[src/rtl/plat_ctrl_pkg.sv]
package plat_ctrl_pkg;
  localparam int unsigned WORD_W    = 32;
  localparam int unsigned VR_W      = 2;
  localparam int unsigned POS_TAP   = 1;
  localparam int unsigned POS_SWAP  = 4;
  localparam int unsigned POS_CFL   = 6;
  localparam int unsigned POS_BOOT  = 12;
  localparam int unsigned POS_SUM   = 13;
  localparam int unsigned POS_SWD   = 14;
  localparam int unsigned POS_RES   = 15;
  localparam int unsigned POS_VR    = 16;

  typedef struct packed {
    logic            tap;
    logic            swap;
    logic            boot;
    logic            swd;
    logic [VR_W-1:0] vr;
  } cfg_t;

  // Permission for a software write to the debug-disable bit.
  function automatic logic swd_write_ok(input logic fw_lk, input logic dbg_lk,
                                        input logic boot);
    return !fw_lk || (!dbg_lk && !boot);
  endfunction

  // Assemble the visible word; unlisted bits stay 0.
  function automatic logic [WORD_W-1:0] pack_word(input cfg_t c, input logic busy,
                                                  input logic res);
    logic [WORD_W-1:0] w;
    w = '0;
    w[POS_TAP]               = c.tap;
    w[POS_SWAP]              = c.swap;
    w[POS_BOOT]              = c.boot;
    w[POS_SUM]               = busy;
    w[POS_SWD]               = c.swd;
    w[POS_RES]               = res;
    w[POS_VR +: VR_W]        = c.vr;
    return w;
  endfunction
endpackage

[src/rtl/plat_ctrl_pulse.sv]
module plat_ctrl_pulse #(
  parameter int unsigned N = 2
) (
  input  logic         clk,
  input  logic         rst_n,
  input  logic [N-1:0] trig,
  output logic [N-1:0] pulse
);
  for (genvar i = 0; i < N; i++) begin : g_stage
    always_ff @(posedge clk or negedge rst_n) begin
      if (!rst_n) pulse[i] <= 1'b0;
      else        pulse[i] <= trig[i];
    end
  end
endmodule

[src/rtl/plat_ctrl_sum.sv]
module plat_ctrl_sum (
  input  logic clk,
  input  logic rst_n,
  input  logic start_req,
  input  logic done,
  input  logic fail,
  output logic busy,
  output logic start_pulse,
  output logic result
);
  logic accept;
  logic finish;

  assign accept = start_req && !busy;
  assign finish = busy && done;

  always_ff @(posedge clk or negedge rst_n) begin
    if (!rst_n) begin
      busy        <= 1'b0;
      start_pulse <= 1'b0;
      result      <= 1'b0;
    end else begin
      start_pulse <= accept;
      if (finish)      busy <= 1'b0;
      else if (accept) busy <= 1'b1;
      if (finish)      result <= fail;
    end
  end

  AST_BUSY_HOLDS: assert property (@(posedge clk) disable iff (!rst_n)
    busy && !done |=> busy);
  AST_START_SINGLE: assert property (@(posedge clk) disable iff (!rst_n)
    start_pulse |-> busy && !$past(busy));
  AST_RESULT_STABLE: assert property (@(posedge clk) disable iff (!rst_n)
    !(busy && done) |=> $stable(result));
endmodule

[src/rtl/plat_ctrl_reg.sv]
module plat_ctrl_reg
  import plat_ctrl_pkg::*;
(
  input  logic              clk,
  input  logic              rst_n,
  input  logic              wr_en,
  input  logic [WORD_W-1:0] wr_data,
  output logic [WORD_W-1:0] rd_data,
  input  logic              fw_locked,
  input  logic              dbg_locked,
  input  logic              sum_done,
  input  logic              sum_fail,
  output logic              sum_start,
  output logic              dbuf_flush,
  output logic              ibuf_flush,
  output logic              cache_flush,
  output logic              tap_sel,
  output logic              half_swap,
  output logic              boot_done,
  output logic              swd_off,
  output logic [VR_W-1:0]   vrange
);
  localparam int unsigned N_PULSE = 2;

  cfg_t cfg_q;
  logic sum_busy;
  logic sum_res;

  // Named internal events
  logic swap_change;
  logic cflush_req;
  logic sum_req;
  logic swd_wr_ok;
  logic [N_PULSE-1:0] pulse_trig;
  logic [N_PULSE-1:0] pulse_out;

  assign swap_change = wr_en && (wr_data[POS_SWAP] != cfg_q.swap);
  assign cflush_req  = wr_en && wr_data[POS_CFL];
  assign sum_req     = wr_en && wr_data[POS_SUM];
  assign swd_wr_ok   = swd_write_ok(fw_locked, dbg_locked, cfg_q.boot);

  always_ff @(posedge clk or negedge rst_n) begin
    if (!rst_n) begin
      cfg_q <= '0;
    end else if (wr_en) begin
      cfg_q.tap  <= wr_data[POS_TAP];
      cfg_q.swap <= wr_data[POS_SWAP];
      cfg_q.boot <= wr_data[POS_BOOT];
      cfg_q.vr   <= wr_data[POS_VR +: VR_W];
      if (swd_wr_ok) cfg_q.swd <= wr_data[POS_SWD];
    end
  end

  assign pulse_trig = {cflush_req, swap_change};

  plat_ctrl_pulse #(.N(N_PULSE)) u_pulse (
    .clk   (clk),
    .rst_n (rst_n),
    .trig  (pulse_trig),
    .pulse (pulse_out)
  );

  plat_ctrl_sum u_sum (
    .clk         (clk),
    .rst_n       (rst_n),
    .start_req   (sum_req),
    .done        (sum_done),
    .fail        (sum_fail),
    .busy        (sum_busy),
    .start_pulse (sum_start),
    .result      (sum_res)
  );

  assign dbuf_flush  = pulse_out[0];
  assign ibuf_flush  = pulse_out[0];
  assign cache_flush = pulse_out[1];
  assign tap_sel     = cfg_q.tap;
  assign half_swap   = cfg_q.swap;
  assign boot_done   = cfg_q.boot;
  assign swd_off     = cfg_q.swd;
  assign vrange      = cfg_q.vr;
  assign rd_data     = pack_word(cfg_q, sum_busy, sum_res);

  AST_SWAP_FLUSH: assert property (@(posedge clk) disable iff (!rst_n)
    $changed(half_swap) |-> dbuf_flush && ibuf_flush);
  AST_FLUSH_CAUSE: assert property (@(posedge clk) disable iff (!rst_n)
    !wr_en |=> !dbuf_flush && !cache_flush);
  AST_SWD_LOCKED: assert property (@(posedge clk) disable iff (!rst_n)
    fw_locked && (dbg_locked || boot_done) |=> $stable(swd_off));
  AST_CFL_READS_ZERO: assert property (@(posedge clk) disable iff (!rst_n)
    cache_flush |-> !rd_data[POS_CFL]);
endmodule

[config.mk]
export PLATFORM = sky130hd
export DESIGN_NAME = plat_ctrl_reg
export DESIGN_NICKNAME = d
export VERILOG_FILES = /design/src/rtl/plat_ctrl_pkg.sv /design/src/rtl/plat_ctrl_pulse.sv /design/src/rtl/plat_ctrl_sum.sv /design/src/rtl/plat_ctrl_reg.sv
export SDC_FILE = /design/constraint.sdc
export NUM_CORES = 1
export LEC_CHECK = 0
export ABC_AREA = 1
export BUFFER_PORTS_ARGS = -buffer_cell sky130_fd_sc_hd__buf_2
export CAP_MARGIN = 10
export CORE_UTILIZATION = 25
export CTS_BUF_LIST = sky130_fd_sc_hd__clkbuf_8
export DETAILED_ROUTE_END_ITERATION = 8
export PLACE_DENSITY_LB_ADDON = 0.2
export SYNTH_ARGS = -nofsm -noshare
export SYNTH_HDL_FRONTEND = slang
export SYNTH_HIERARCHICAL = 1
export SYNTH_SLANG_ARGS = --single-unit
[constraint.sdc]
create_clock -name clk -period 0.9 [get_ports clk]
set_input_delay 0.045 -clock clk [delete_from_list [all_inputs] [get_ports clk]]
set_output_delay 0.045 -clock clk [all_outputs]
set_load 0.01 [all_outputs]
==> flow_summary.html <==
<table>
<tr><th>Metric</th><th>Value</th></tr>
<tr><th colspan="2">Setup path</th></tr>
<tr><td>CP max-delay cell</td><td>sky130_fd_sc_hd__dfrtp_1</td></tr>
<tr><td>Critical path peak fanout</td><td>5</td></tr>
<tr><td>Beginning of the worst register-to-register path</td><td>boot_done</td></tr>
<tr><td>Worst EP required</td><td>0.85 ns</td></tr>
<tr><td>Critical Path Sink Type</td><td>primary output</td></tr>
<tr><td>Worst path arrival time</td><td>0.81 ns</td></tr>
<tr><td>CP max stage delay</td><td>0.42 ns</td></tr>
<tr><td>Launching element type of the critical path</td><td>flop</td></tr>
<tr><td>Sum of buffers and inverters on the critical path</td><td>1</td></tr>
<tr><td>Reg-to-Reg End</td><td>swd_off</td></tr>
<tr><td>Critical path, cell by cell</td><td>buf_2</td></tr>
<tr><td>Reg2Reg Depth</td><td>4</td></tr>
<tr><td>Worst R2R Setup Slack</td><td>0.07 ns</td></tr>
<tr><td>Category of the most critical setup path</td><td>reg -&gt; out</td></tr>
<tr><td>Top delay family on crit path</td><td>flip-flops</td></tr>
<tr><th colspan="2">Routing</th></tr>
<tr><td>Wire length reported by the detailed router</td><td>1070 um</td></tr>
<tr><td>First-pass iteration count of the detailed router</td><td>2</td></tr>
<tr><td>Via density</td><td>3.51</td></tr>
<tr><td>Avg WL per Cell</td><td>7.74 um</td></tr>
<tr><td>Antenna violation net count after detailed routing</td><td>0</td></tr>
<tr><td>Total number of vias</td><td>484</td></tr>
<tr><td>Number of violations reported at the end of detailed-routing iteration 0</td><td>5</td></tr>
<tr><td>Detailed-route DRC error count</td><td>0</td></tr>
<tr><th colspan="2">Global routing</th></tr>
<tr><td>GR Overflow Total</td><td>0</td></tr>
<tr><td>Pin count of the biggest net entering global routing</td><td>12</td></tr>
<tr><td>GR Util All Layers</td><td>0.0732</td></tr>
<tr><td>First-pass GRT wire length</td><td>1440 um</td></tr>
<tr><td>Number of global-route vias before repair</td><td>343</td></tr>
<tr><td>Initial antenna violation count</td><td>0</td></tr>
<tr><th colspan="2">Layout</th></tr>
<tr><td>Total area of multi-input combinational cells</td><td>219 sq um</td></tr>
<tr><td>Final instance area</td><td>772 sq um</td></tr>
<tr><td>Nets</td><td>148</td></tr>
<tr><td>Fraction of final layout cells with drive strength greater than 1</td><td>0.343</td></tr>
<tr><td>Antenna cells</td><td>0</td></tr>
<tr><td>Number of filler instances in the final layout</td><td>286</td></tr>
<tr><td>Synthesis-to-layout area growth</td><td>12.6%</td></tr>
<tr><td>Sequential cell area</td><td>275 sq um</td></tr>
<tr><th colspan="2">Yosys</th></tr>
<tr><td>Post-synthesis cell count</td><td>82</td></tr>
<tr><td>Share of synthesized area occupied by flip-flops and latches</td><td>0.401</td></tr>
<tr><td>Synthesized area</td><td>686 sq um</td></tr>
<tr><td>Simple-gate share of the synthesized area</td><td>0.162</td></tr>
<tr><td>Total of flip-flops plus latches after synthesis</td><td>11</td></tr>
<tr><td>Portion of synthesized cell area occupied by the leading cell type</td><td>0.401</td></tr>
<tr><td>Synth Area in Adders</td><td>0</td></tr>
<tr><td>Number of distinct library cells after synthesis</td><td>11</td></tr>
<tr><td>Post-Synthesis Mean Instance Area</td><td>8.36 sq um</td></tr>
<tr><td>Complex-gate fraction of the synthesized area</td><td>0.0128</td></tr>
<tr><td>Synth Warn #</td><td>6</td></tr>
<tr><td>Dominant combinational cell family by area after synthesis</td><td>buffers and inverters</td></tr>
<tr><td>Most area-hungry cell type in the Yosys netlist</td><td>sky130_fd_sc_hd__dfrtp_1</td></tr>
<tr><td>Ranking of synthesized cells by area</td><td>sky130_fd_sc_hd__dfrtp_1, sky130_fd_sc_hd__buf_4, sky130_fd_sc_hd__nand2_1, sky130_fd_sc_hd__inv_1, sky130_fd_sc_hd__nor2_1</td></tr>
<tr><td>Multiplexer fraction of the synthesized cell area</td><td>0</td></tr>
<tr><td>Xor/xnor share of the synthesized area</td><td>0.0128</td></tr>
<tr><th colspan="2">Hold path</th></tr>
<tr><td>Cell depth of the worst min-delay path</td><td>3</td></tr>
<tr><td>Min-delay worst type</td><td>in -&gt; reg</td></tr>
<tr><td>WHS Endpoint</td><td>u_pulse/pulse[1]</td></tr>
<tr><td>Beginning of the worst hold path</td><td>wr_data[6]</td></tr>
<tr><th colspan="2">Clocking</th></tr>
<tr><td>CTS H-tree lvls</td><td>1</td></tr>
<tr><td>Maximum buffer depth of the clock tree</td><td>2</td></tr>
<tr><td>Clock-pin slew on the worst setup and hold paths</td><td>0.05 ns</td></tr>
<tr><td>TritonCTS buffer count</td><td>3</td></tr>
<tr><td>Clock tree from TritonCTS</td><td>done</td></tr>
<tr><td>Cell at the root of the clock tree</td><td>sky130_fd_sc_hd__clkbuf_8</td></tr>
<tr><td>Clock latency reported for the late side of the worst-skew pair</td><td>0.23 ns</td></tr>
<tr><td>CTS Sinks</td><td>11</td></tr>
<tr><th colspan="2">Timing</th></tr>
<tr><td>Post-layout min period</td><td>0.857 ns</td></tr>
<tr><td>Final period util</td><td>0.952</td></tr>
<tr><td>Maximum clock skew at final layout</td><td>0.000134 ns</td></tr>
<tr><td>Setup repair after global routing missed its margin</td><td>false</td></tr>
<tr><td>Number of max-slew violations in the final report</td><td>0</td></tr>
<tr><td>Number of setup violations in the final report</td><td>0</td></tr>
<tr><td>Sum Neg Setup Slack</td><td>0 ns</td></tr>
<tr><td>Fmax achieved</td><td>1.17 GHz</td></tr>
<tr><td>Hold violation count in the final report</td><td>0</td></tr>
<tr><th colspan="2">Floorplanning</th></tr>
<tr><td>Die Footprint</td><td>2960 sq um</td></tr>
<tr><td>Count of boundary I/O pins</td><td>81</td></tr>
<tr><td>Initial Utilization</td><td>0.269</td></tr>
<tr><td>Width of the die</td><td>54.4 um</td></tr>
<tr><td>Placement row count</td><td>18</td></tr>
<tr><td>Core region area</td><td>2540 sq um</td></tr>
<tr><td>Die H</td><td>54.4 um</td></tr>
<tr><th colspan="2">Flow run</th></tr>
<tr><td>Max Cap Violations</td><td>0</td></tr>
<tr><th colspan="2">Placed design</th></tr>
<tr><td>Placed Area</td><td>718 sq um</td></tr>
<tr><td>Port-buffer cells</td><td>32</td></tr>
<tr><td>Final HPWL from detailed placement</td><td>865 um</td></tr>
<tr><td>Routability congestion estimate</td><td>0.624</td></tr>
<tr><th colspan="2">Run status</th></tr>
<tr><td>Outcome</td><td>completed</td></tr>
<tr><th colspan="2">Power and ir drop</th></tr>
<tr><td>Largest voltage drop on the vdd net</td><td>0.000527 V</td></tr>
<tr><td>Static Leakage</td><td>0.494 nW</td></tr>
<tr><td>Pwr Density</td><td>1820 nW/um^2</td></tr>
</table>
==> routing by layer <==
metal | track usage | vias to the layer above | part of all wire
li1 | - | 237 | -
met1 | 0.0880 | 206 | 0.45
met2 | 0.108 | 39 | 0.40
met3 | 0.0250 | 2 | 0.13
met4 | 0.0513 | 0 | 0.015
met5 | 0 | - | 0
==> sequential cells by signal, summed over array words and instances (netlist names) <==
signal             cells
u_pulse/pulse          2
vrange                 2
boot_done              1
half_swap              1
swd_off                1
tap_sel                1
u_sum/busy             1
u_sum/result           1
u_sum/start_pulse      1
==> placed cells by master, fill, tap and decap left out, drive strengths merged <==
cell         netlist  layout
clkbuf             0       3
dlygate4sd3        0       1
nand3              2       2
xnor2              1       1
nor2               4       4
inv                5       6
dfrtp             11      11
conb               1      24
nand2             23      23
buf               34      32
o21ai              1       1
==> logic make-up after synthesis <==
logic type,Yosys count
buf+inv,39
compound gates,1
xor+xnor,1
flops,11
other cells,1
simple gates,29
==> area by class of cell <==
class,instances,share of cell area
tap,30,0.0486
clock buffer,3,0.0535
inverter,5,0.0243
timing repair buffer,33,0.229
multi-input combinational,55,0.284
sequential,11,0.357
clock inverter,1,0.00486
==> where the power goes <==
part	total [mW]	switching (mW)	internal (mW)	leakage (nW)
Combinational	0.322	0.196	0.126	0.330
Sequential	0.607	0.0474	0.560	0.137
Clock	0.473	0.174	0.298	0.0269
==> repair_timing <==
action / CTS / global route
endpoints found under the hold margin: 11 / 0
gates resized for setup: 1 / 0
cloned: 0 / 0
pin swaps: 0 / 1
buffers inserted: 0 / 0
endpoints found under the setup margin: 2 / 1
hold buffers: 1 / 0
==> per-stage QoR <==
step | util | cells | power (mW) | setup slack [ns] | hold WS [ns]
2_1_floorplan | - | 105 | 0.940 | 0.0674 | -0.251
3_3_place_gp | 0.282 | 134 | 0.936 | 0.0951 | -0.0706
3_5_place_dp | 0.282 | 134 | 0.938 | 0.0769 | -0.0714
4_1_cts | 0.303 | 138 | 1.42 | 0.0302 | 0.00378
5_1_grt | 0.303 | 138 | 1.50 | 0.000000500 | 0.0107
6_report | 0.303 | 138 | 1.40 | 0.0431 | 0.00145
==> synthesized netlist by cell type <==
library cell	n
sky130_fd_sc_hd__nand2_1	23
sky130_fd_sc_hd__conb_1	1
sky130_fd_sc_hd__inv_1	4
sky130_fd_sc_hd__o21ai_2	1
sky130_fd_sc_hd__inv_2	1
sky130_fd_sc_hd__xnor2_1	1
sky130_fd_sc_hd__buf_6	1
sky130_fd_sc_hd__buf_4	33
sky130_fd_sc_hd__dfrtp_1	11
sky130_fd_sc_hd__nor2_1	4
sky130_fd_sc_hd__nand3_1	2
==> worst max-delay path by stage <==
stage / depth (start not counted) / slack [ns] / from / endpoint
floorplan: 4 / 0.07 / boot_done / swd_off
global placement: 4 / 0.1 / boot_done / swd_off
detailed placement: 4 / 0.08 / boot_done / swd_off
CTS: 4 / 0.03 / boot_done / swd_off
global route: 1 / 0.0000005 / u_sum/busy / rd_data[13]
finish: 1 / 0.04 / u_sum/busy / rd_data[13]
No activity file was read; power rests on OpenSTA's default activity.
